`src/rtl/irqc_pkg.sv`:
```
package irqc_pkg;

  typedef enum logic [2:0] {
    ACC_NONE,
    ACC_SUMMARY,
    ACC_PEND,
    ACC_CLEAR,
    ACC_MASK,
    ACC_LIVE
  } acc_kind_e;

  typedef struct packed {
    acc_kind_e  kind;
    logic [2:0] blk;
  } acc_t;

  // Offset from a master base, as seen by a read.
  function automatic acc_t decode_rd(input logic [15:0] off, input logic [15:0] bpm,
                                     input logic [15:0] mask_ofs, input logic [15:0] live_ofs);
    acc_t r;
    r.kind = ACC_NONE;
    r.blk  = 3'd0;
    if (off == 16'd0) begin
      r.kind = ACC_SUMMARY;
    end else if (off <= bpm) begin
      r.kind = ACC_PEND;
      r.blk  = off[2:0];
    end else if (off > mask_ofs && off <= mask_ofs + bpm) begin
      r.kind = ACC_MASK;
      r.blk  = 3'(off - mask_ofs);
    end else if (off > live_ofs && off <= live_ofs + bpm) begin
      r.kind = ACC_LIVE;
      r.blk  = 3'(off - live_ofs);
    end
    return r;
  endfunction

  // Offset from a master base, as seen by a write.
  function automatic acc_t decode_wr(input logic [15:0] off, input logic [15:0] bpm,
                                     input logic [15:0] clr_ofs, input logic [15:0] mask_ofs);
    acc_t r;
    r.kind = ACC_NONE;
    r.blk  = 3'd0;
    if (off > clr_ofs && off <= clr_ofs + bpm) begin
      r.kind = ACC_CLEAR;
      r.blk  = 3'(off - clr_ofs);
    end else if (off > mask_ofs && off <= mask_ofs + bpm) begin
      r.kind = ACC_MASK;
      r.blk  = 3'(off - mask_ofs);
    end
    return r;
  endfunction

  // Global block number from master and local block (1-based).
  function automatic int unsigned global_block(input int unsigned m, input int unsigned b,
                                               input int unsigned bpm);
    return m * bpm + b - 1;
  endfunction

endpackage

```
`src/rtl/irqc_block.sv`:
```
module irqc_block #(
  parameter int W = 8
) (
  input  logic         clk,
  input  logic         rst_n,
  input  logic [W-1:0] lines,
  input  logic         clr_we,
  input  logic         mask_we,
  input  logic [W-1:0] wdata,
  output logic [W-1:0] pend,
  output logic [W-1:0] mask,
  output logic [W-1:0] set_ev,
  output logic [W-1:0] clr_ev
);

  logic [W-1:0] line_q;

  assign set_ev = lines & ~line_q & ~mask;
  assign clr_ev = clr_we ? wdata : '0;

  always_ff @(posedge clk or negedge rst_n) begin
    if (!rst_n) begin
      line_q <= '0;
      pend   <= '0;
      mask   <= '1;
    end else begin
      line_q <= lines;
      pend   <= (pend & ~clr_ev) | set_ev;
      if (mask_we) mask <= wdata;
    end
  end

endmodule

```
`src/rtl/irqc_regdec.sv`:
```
module irqc_regdec
  import irqc_pkg::*;
#(
  parameter logic [15:0] BASE0    = 16'h0130,
  parameter logic [15:0] BASE1    = 16'h01B0,
  parameter int          BPM      = 7,
  parameter int          CLR_OFS  = 1,
  parameter int          MASK_OFS = 8,
  parameter int          LIVE_OFS = 15
) (
  input  logic [15:0] addr,
  output acc_t        rd_acc,
  output logic        rd_m,
  output acc_t        wr_acc,
  output logic        wr_m
);

  localparam logic [15:0] SPAN = 16'(LIVE_OFS + BPM);

  logic [15:0] off0, off1, off;
  logic        in0, in1;

  assign off0 = addr - BASE0;
  assign off1 = addr - BASE1;
  assign in0  = off0 <= SPAN;
  assign in1  = off1 <= SPAN;

  always_comb begin
    rd_acc = '{kind: ACC_NONE, blk: 3'd0};
    wr_acc = '{kind: ACC_NONE, blk: 3'd0};
    rd_m   = 1'b0;
    wr_m   = 1'b0;
    off    = in0 ? off0 : off1;
    if (in0 || in1) begin
      rd_m   = !in0;
      wr_m   = !in0;
      rd_acc = decode_rd(off, 16'(BPM), 16'(MASK_OFS), 16'(LIVE_OFS));
      wr_acc = decode_wr(off, 16'(BPM), 16'(CLR_OFS), 16'(MASK_OFS));
    end
  end

endmodule

```
`src/rtl/irqc_two_master.sv`:
```
module irqc_two_master
  import irqc_pkg::*;
#(
  parameter int          DATA_W   = 8,
  parameter logic [15:0] BASE0    = 16'h0130,
  parameter logic [15:0] BASE1    = 16'h01B0,
  parameter int          CLR_OFS  = 1,
  parameter int          MASK_OFS = 8,
  parameter int          LIVE_OFS = 15
) (
  input  logic         clk,
  input  logic         rst_n,
  input  logic [15:0]  addr,
  input  logic         wr_en,
  input  logic [7:0]   wr_data,
  output logic [7:0]   rd_data,
  input  logic [111:0] irq_lines,
  output logic         irq_out
);

  localparam int LPB = DATA_W;
  localparam int BPM = DATA_W - 1;
  localparam int NM  = 2;
  localparam int NB  = NM * BPM;
  localparam int NL  = NB * LPB;

  acc_t rd_acc, wr_acc;
  logic rd_m, wr_m;

  logic [LPB-1:0] pend_arr [NB];
  logic [LPB-1:0] mask_arr [NB];
  logic [NL-1:0]  pend_vec, mask_vec, set_vec, clr_vec;
  logic [NB-1:0]  mask_we_vec, blk_any;
  logic [7:0]     summ [NM];

  irqc_regdec #(
    .BASE0(BASE0), .BASE1(BASE1), .BPM(BPM),
    .CLR_OFS(CLR_OFS), .MASK_OFS(MASK_OFS), .LIVE_OFS(LIVE_OFS)
  ) u_dec (
    .addr   (addr),
    .rd_acc (rd_acc),
    .rd_m   (rd_m),
    .wr_acc (wr_acc),
    .wr_m   (wr_m)
  );

  for (genvar g = 0; g < NB; g++) begin : g_blk
    localparam int MI = g / BPM;
    localparam int BI = g % BPM + 1;
    logic cw, mw;
    assign cw = wr_en && wr_acc.kind == ACC_CLEAR && wr_m == 1'(MI) && wr_acc.blk == 3'(BI);
    assign mw = wr_en && wr_acc.kind == ACC_MASK  && wr_m == 1'(MI) && wr_acc.blk == 3'(BI);

    irqc_block #(.W(LPB)) u_blk (
      .clk     (clk),
      .rst_n   (rst_n),
      .lines   (irq_lines[g*LPB +: LPB]),
      .clr_we  (cw),
      .mask_we (mw),
      .wdata   (wr_data),
      .pend    (pend_arr[g]),
      .mask    (mask_arr[g]),
      .set_ev  (set_vec[g*LPB +: LPB]),
      .clr_ev  (clr_vec[g*LPB +: LPB])
    );

    assign pend_vec[g*LPB +: LPB] = pend_arr[g];
    assign mask_vec[g*LPB +: LPB] = mask_arr[g];
    assign mask_we_vec[g]         = mw;
    assign blk_any[g]             = |pend_arr[g];
  end

  // Master summaries: bits 7:1 flag local blocks, master 0 bit 0 cascades master 1.
  for (genvar m = 0; m < NM; m++) begin : g_sum
    if (m == 0) begin : g_casc
      assign summ[m][0] = |blk_any[NB-1:BPM];
    end else begin : g_tail
      assign summ[m][0] = 1'b0;
    end
    assign summ[m][7:1] = blk_any[m*BPM +: BPM];
  end

  assign irq_out = |summ[0];

  always_comb begin
    int idx;
    idx     = int'(global_block(32'(rd_m), 32'(rd_acc.blk), BPM));
    rd_data = 8'h00;
    unique case (rd_acc.kind)
      ACC_SUMMARY: rd_data = summ[rd_m];
      ACC_PEND:    rd_data = pend_arr[idx];
      ACC_MASK:    rd_data = mask_arr[idx];
      ACC_LIVE:    rd_data = irq_lines[idx*LPB +: LPB];
      default:     rd_data = 8'h00;
    endcase
  end

endmodule

```
`config.mk`:
```
export PLATFORM = sky130hd
export DESIGN_NAME = irqc_two_master
export DESIGN_NICKNAME = d
export VERILOG_FILES = /design/src/rtl/irqc_pkg.sv /design/src/rtl/irqc_block.sv /design/src/rtl/irqc_regdec.sv /design/src/rtl/irqc_two_master.sv
export SDC_FILE = /design/constraint.sdc
export NUM_CORES = 1
export LEC_CHECK = 0
export BUFFER_PORTS_ARGS = -buffer_cell sky130_fd_sc_hd__buf_4
export CORE_UTILIZATION = 42
export DETAILED_ROUTE_END_ITERATION = 8
export PLACE_DENSITY = 0.65
export SYNTH_ARGS = -nofsm -noshare
export SYNTH_HDL_FRONTEND = slang
export SYNTH_SLANG_ARGS = --single-unit
```
`constraint.sdc`:
```
create_clock -name clk -period 13.95 [get_ports clk]
set_input_delay 0.6975 -clock clk [delete_from_list [all_inputs] [get_ports clk]]
set_output_delay 0.6975 -clock clk [all_outputs]
set_load 0.01 [all_outputs]
```
==> results of run 1 <==
-- synthesized netlist by cell type (32+ instances only) --
cell type	count
o21ai_0	32
mux2i_1	55
nor2_1	144
mux2_2	35
dfrtp_1	224
nand2_1	234
clkbuf_1	50
a22o_1	113
a21oi_1	48
mux4_2	34
nor4_1	37
dfstp_2	112
mux2_1	72
-- placed cells by master (no fill, tap or decap), types with 7 or more instances in the layout --
master	instances
o211ai_1	11
o221ai_1	8
nand3_1	27
inv_1	12
and2_1	30
nor2_1	144
nor4_1	36
o21ai_0	32
dfstp_2	112
a211oi_1	7
ha_1	11
o22ai_1	17
nand2_1	234
clkbuf_1	11
mux4_2	34
mux2_2	35
nor3_1	14
a21oi_1	48
dfrtp_1	224
mux2_4	8
mux2i_1	55
or4_1	8
clkbuf_16	37
mux2_1	72
or3_1	9
buf_4	160
a22o_1	113
nand4_1	9
-- critical path, cell delays in order --
cell and delay, ps:
buf_4 130, ha_1 390, xor2_1 280, nand3_1 230, a2111o_1 480, a2111oi_4 420
a21oi_2 140, or3_1 400, nor2_1 130, a21oi_1 60, ha_1 280, inv_1 80
fa_2 430, buf_4 280, inv_2 680, nor2_1 400, nand2_1 160, mux2i_1 70
or3_1 390, o221ai_1 200, nor2_1 70, or4_1 560, buf_4 190
-- kinds of logic (layout without fill, tap and decap cells) --
logic type | Yosys count | after routing | synth area share
xor gates and xnor gates | 6 | 6 | 0.00471
adders and majority gates | 12 | 12 | 0.00941
AOI/OAI and AO/OA | 302 | 302 | 0.142
DFF | 336 | 336 | 0.510
and+or+nand+nor | 545 | 545 | 0.151
muxes | 204 | 204 | 0.158
buffers and inverters | 95 | 239 | 0.0248
-- per-stage QoR --
step | cell area (µm²) | std cells
CTS | 19500 | 2162
finish | 19500 | 2162
floorplan | 16700 | 1500
global placement | 18300 | 2097
global route | 19500 | 2162
detailed placement | 18300 | 2097
-- how the worst min path moves through the flow --
stage	depth (start not counted)	slack (ps)	start	to
after global routing	1	280	irq_lines[37]	g_blk[4].u_blk.line_q[5]$_DFF_PN0_
after global placement	1	520	g_blk[2].u_blk.pend[2]$_DFF_PN0_	g_blk[2].u_blk.pend[2]$_DFF_PN0_
after detailed placement	1	520	g_blk[12].u_blk.pend[6]$_DFF_PN0_	g_blk[12].u_blk.pend[6]$_DFF_PN0_
after floorplan	0	400	rst_n	g_blk[0].u_blk.line_q[0]$_DFF_PN0_
final	1	290	rst_n	g_blk[10].u_blk.line_q[1]$_DFF_PN0_
after CTS	1	280	irq_lines[37]	g_blk[4].u_blk.line_q[5]$_DFF_PN0_
-- power by group --
group / switching (mW) / leakage (nW) / internal, mW / total [mW]
clock: 0.394 / 0.585 / 0.596 / 0.990
sequential: 0.00456 / 3.44 / 0.993 / 0.997
combinational: 0.0769 / 3.77 / 0.0427 / 0.120
-- cell type report --
cell class                      count  area share
Clock inverter                     11     0.00835
Timing Repair Buffer              161      0.0624
Inverter                           13     0.00250
Tap cell                          518      0.0333
Sequential cell                   336       0.439
Multi-Input combinational cell   1069       0.401
Clock buffer                       54      0.0539
-- routing by layer --
layer  routed length (µm)  global-route usage
met1                23500               0.383
met2                26300               0.439
met3                 4410              0.0528
met4                 1800              0.0952
met5                   32                   0
-- registers in the layout (all words and copies together), names as in the netlist --
name and flops:
g_blk.u_blk.line_q 112, g_blk.u_blk.mask 112, g_blk.u_blk.pend 112
==> impl_results.md, run 1 <==
* Yosys cell types at 89
* HPWL Detailed at 41200 µm
* DR vias at 13200
* Post-layout util at 0.499
* Worst-Margin Slew at 1130 ps
* Largest net degree at the start of global routing at 137
* Total track usage at 0.278
* Total power at 2.11 mW
* EDFF count, synth at 0
* Setup TNS at 0 ps
* Synthesis warning total at 0
* Cells after synthesis at 1500
* Crit-path max FO at 28
* Register bit total from synthesis at 336
* Clock buffer count from CTS at 37
* Die Span Y at 202 µm
* Kind of critical path: primary input to primary output
* Diodes inserted at 0
* Via-to-Cell Ratio at 6.12
* Fillers at 3481
* First-pass GRT wire length at 84800 µm
* Max Slew Vio Count at 0
* Period utilization at 0.566
* CTS root buffer: clkbuf_16
* # rows at 72
* RSZ-0062 raised after global routing: false
* Clock Skews at 13.9 ps
* Startpoint types: primary input
* Worst R2R End: g_blk[3].u_blk.pend[3]$_DFF_PN0_
* Critical path endpoint category: primary output
* Core area at 39000 µm²
* CTS H-tree lvls at 2
* # clock sinks at 336
* Area of the multi-input gates at 7810 µm²
* 1st-pass router iterations at 7
* Worst Setup EP: rd_data[3]
* Yosys top cell by area: dfrtp_1
* Register area share after synthesis at 0.510
* Max IR drop VDD at 0.0761 mV
* Iteration-0 DRC Markers at 1384
* DR DRC count at 0
* Die ar. at 40700 µm²
* Ranking of synthesized cells by area: dfrtp_1 (33%), dfstp_2 (18%), a22o_1 (5.9%), nand2_1 (5.2%), mux2_1 (4.8%)
* Avg Inst Size Synth at 11.2 µm²
* Nets at 1769
* Reg2reg start: g_blk[3].u_blk.mask[3]$_DFFE_PN1P_
* Bufs on Longest Clock Path at 3
* TritonCTS clock tree: done
* P&R area growth vs syn at 16.3%
* Initial Util at 0.429
* Ys async rst share at 1.00
* Insertion delay to the later sink of the worst-skew pair at 530 ps
* Crit path DAT at 7200 ps
* Vias in the first global route at 13100
* Final hold vios at 0
* Fin worst setup slack at 6060 ps
* Worst Hold Class: primary input to asynchronous set/reset pin
* Final wirelength at 56000 µm
* Start point of the critical path: addr[4]
* # IOs at 148
* Tmin final at 7890 ps
* PwrDens at 108 nW/µm²
* Sequential Area at 8550 µm²
* Ratio of cells with drive above 1 in the final layout at 0.269
* Max Cap Viol at 0
* Max Clock Freq at 127 MHz
* Initial antenna violation count at 4
* Grt ovf at 0
* Number of port buffers at 147
* Global placement routability congestion at 0.978
* Post-cts sizing count at 0
* Top-area cell type share of the netlist area at 0.335
* Post CTS Setup Buffer Count at 0
* Synth Flop Type: dfrtp_1
* P_leak at 7.80 nW
* FF-to-FF path depth at 2
* Hold_buf cts at 0
* Status: completed
* Die width at 202 µm
* Final setup fails at 0
* Synth Net Count at 1651
* Reg2Reg Setup Slack at 13010 ps
* WL/cell at 25.9 µm
* Slew headroom at 0.240
* Worst hold margin at 291 ps
* Required time of the critical path at 13250 ps
* Clock transition at the registers of the reported paths at 60 ps
* Setup WS pre-CTS at 6080 ps
* Remaining antenna violation count at 0
* Cell Area, Synth at 16700 µm²
Power figures use the tool's default switching activity.
==> run 2: changes to the inputs <==
clock period = 7.8 ns   (was 13.95 ns; I/O delays follow)
==> run 2 against run 1 <==
- the flow now finishes with violations (negative hold slack)
- largest power group unchanged
- core utilization is 3.1 points higher
- critical endpoint unchanged
- cell area increased by 6.1%
- die area unchanged
- critical path depth shrank 2
- sequential cell count is the same
- via count rose by 5.3%
- hold slack worse by 350 ps
- global-route usage rose by 2.1 points
- combinational power is 120% higher
- non-clock buffer count grew 116
==> impl_results.md, run 2 (synthesis results as in run 1) <==
* Required time of the critical path at 7410 ps (-5840 ps)
* TritonCTS clock tree: done
* Slew headroom at 0.208 (-0.0321)
* Buf/Inv on CP at 4 (-1)
* Critical path's most frequent cell: buf_4
* CP peak stage delay at 780 ps (+100 ps)
* Number of port buffers at 147 (unchanged)
* First-pass GRT wire length at 90800 µm (+7.2%)
* Setup TNS at 0 ps (unchanged)
* Clock Skews at 16.7 ps (+2.88 ps)
* Crit-path max FO at 20 (-29%)
* Ratio of cells with drive above 1 in the final layout at 0.258 (-0.0114)
* Switching Share at 0.233 (+0.00709)
* WL/cell at 26.3 µm (+1.6%)
* Crit path DAT at 6440 ps (-760 ps)
* Most frequent cells in the layout: nand2_1 (234), dfrtp_1 (224), buf_4 (164)
* Reg2reg start: g_blk[3].u_blk.mask[3]$_DFFE_PN1P_
* Final setup fails at 0 (unchanged)
* Total track usage at 0.299 (+0.0211)
* Grt ovf at 0 (unchanged)
* P&R area growth vs syn at 23.5%
* Dpl cell area at 18300 µm² (+0.27%)
* Clock buffer count from CTS at 37 (unchanged)
* Nets at 1885 (+6.6%)
* Area of the multi-input gates at 7810 µm² (unchanged)
* Final wirelength at 60100 µm (+7.1%)
* Via-to-Cell Ratio at 6.11 (-0.24%)
* Core area at 39000 µm² (unchanged)
* DR vias at 13900 (+5.3%)
* Largest delay contributor family on the critical path: simple AND/OR/NAND/NOR gates
* FF-to-FF path depth at 2 (unchanged)
* Diodes inserted at 0 (unchanged)
* RSZ-0062 raised after global routing: false
* Startpoint types: primary input
* Worst Hold Class: primary input to asynchronous set/reset pin
* Switch Pwr at 0.890 mW (+87%)
* # clock sinks at 336 (unchanged)
* CTS root buffer: clkbuf_16
* Max IR drop VDD at 0.132 mV (+73%)
* Vias in the first global route at 14200 (+8.1%)
* Sequential power share at 0.467 (-0.006)
* Crit-path cells: buf_4 -> ha_1 -> xor2_1 -> nand3_1 -> a2111o_1 -> a2111oi_4 -> a21oi_2 -> or3_1 -> a21oi_1 -> ha_1 -> inv_1 -> fa_2 -> buf_4 -> nor2_1 -> nand2_1 -> o21ai_0 -> or3_1 -> o221ai_1 -> nor2_1 -> or4_1 -> buf_4
* Critical path endpoint category: primary output
* # IOs at 148 (unchanged)
* Sequential Area at 8550 µm² (unchanged)
* Largest net degree at the start of global routing at 127 (-7.3%)
* Clock power share at 0.465 (-0.005)
* Largest regs: g_blk.u_blk.line_q: 112 flops, g_blk.u_blk.mask: 112 flops, g_blk.u_blk.pend: 112 flops
* Worst-Margin Slew at 1180 ps (+52.2 ps)
* Worst R2R End: g_blk[3].u_blk.pend[3]$_DFF_PN0_
* PwrDens at 185 nW/µm² (+71%)
* Die width at 202 µm (unchanged)
* P_leak at 8.31 nW (+6.6%)
* CP Depth at 21 (-8.7%)
* Fillers at 3467 (-0.40%)
* Int Power at 2.93 mW (+80%)
* Violated checks: negative hold slack
* Max Clock Freq at 146 MHz
* Period utilization at 0.876
* Remaining antenna violation count at 0 (unchanged)
* Tmin final at 6830 ps
* Final hold vios at 37 (+37)
* Die Span Y at 202 µm (unchanged)
* Max Cap Viol at 0 (unchanged)
* Status: complete, but fails checks
* Post-cts sizing count at 0 (unchanged)
* Reg2Reg Setup Slack at 6880 ps (-6130 ps)
* Insertion delay to the later sink of the worst-skew pair at 550 ps (+20 ps)
* Start point of the critical path: addr[4]
* Max Slew Vio Count at 0 (unchanged)
* 1st-pass router iterations at 5 (-2)
* Bufs on Longest Clock Path at 3 (unchanged)
* Commonest non-fill, non-tap cell in the layout: nand2_1
* HPWL Detailed at 43900 µm (+6.5%)
* CTS H-tree lvls at 2 (unchanged)
* Iteration-0 DRC Markers at 1314 (-5.1%)
* # rows at 72 (unchanged)
* Initial Util at 0.429 (unchanged)
* Kind of critical path: primary input to primary output
* Global placement routability congestion at 0.951 (-2.8%)
* Die ar. at 40700 µm² (unchanged)
* Initial antenna violation count at 0 (-4)
* CP max stage cell: fa_2
* Finished Cell Area at 20700 µm² (+6.1%)
* Worst hold margin at -61.9 ps (-353 ps)
* Combinational Power Share at 0.068 (+0.011)
* Clock transition at the registers of the reported paths at 60 ps (about the same)
* DR DRC count at 0 (unchanged)
* Worst Setup EP: rd_data[3]
==> run 2: cell types whose count changed in the layout (fill, tap and decap cells not counted), sizes merged <==
| cell | delta |
|---|---|
| buf | +5 |
| inv | +1 |
| dlygate4sd3 | +111 |
| bufinv | -2 |
| clkinv | +4 |
==> run 2: final cells by class <==
cell class / instances / share of cell area
sequential: 336 / 0.413
multi-input combinational: 1069 / 0.378
timing repair buffer: 277 / 0.115
clock buffer: 54 / 0.0527
tap: 518 / 0.0313
clock inverter: 14 / 0.00762
inverter: 13 / 0.00236
==> run 2: layer usage <==
| metal | wire, µm | GRT usage | share of wire |
|---|---|---|---|
| met1 | 25400 | 0.412 | 0.42 |
| met2 | 27800 | 0.468 | 0.46 |
| met4 | 2670 | 0.133 | 0.044 |
| met5 | 0 | 0 | 0 |
| met3 | 4210 | 0.0442 | 0.070 |
==> run 2: per-stage QoR <==
stage	util	power [mW]	hold slack [ps]	cells	worst slack (ps)
after CTS	0.530	3.84	0.732	2281	1040
final	0.530	3.82	-61.9	2281	968
after detailed placement	0.470	2.03	520	2102	1080
after global placement	0.470	2.02	518	2102	1130
after global routing	0.530	3.93	1.44	2281	551
after floorplan	-	1.88	94.4	1500	2140
==> run 2: timing repair <==
| action | 4_1_cts | 5_1_grt |
|---|---|---|
| setup buffers | 0 | 0 |
| hold buffers | 111 | 0 |
| hold endpoints to repair | 111 | 0 |
==> run 2: power groups by stage <==
stage                     clock network (mW)  registers (mW)  logic (mW)
after floorplan                            0            1.81      0.0653
after global placement                     0            1.81       0.213
after detailed placement                   0            1.81       0.215
after CTS                               1.80            1.78       0.261
after global routing                    1.87            1.79       0.282
final                                   1.78            1.78       0.260
==> run 2: how the worst min path moves through the flow <==
stage / from / end / slack, ps / cells after the start
floorplan: rst_n / g_blk[0].u_blk.line_q[0]$_DFF_PN0_ / 90 / 0
global placement: g_blk[0].u_blk.pend[4]$_DFF_PN0_ / g_blk[0].u_blk.pend[4]$_DFF_PN0_ / 520 / 1
detailed placement: irq_lines[13] / g_blk[1].u_blk.line_q[5]$_DFF_PN0_ / 520 / 1
CTS: rst_n / g_blk[13].u_blk.pend[0]$_DFF_PN0_ / 0.7 / 1
global route: irq_lines[86] / g_blk[10].u_blk.line_q[6]$_DFF_PN0_ / 1 / 1
finish: rst_n / g_blk[11].u_blk.line_q[1]$_DFF_PN0_ / -60 / 1
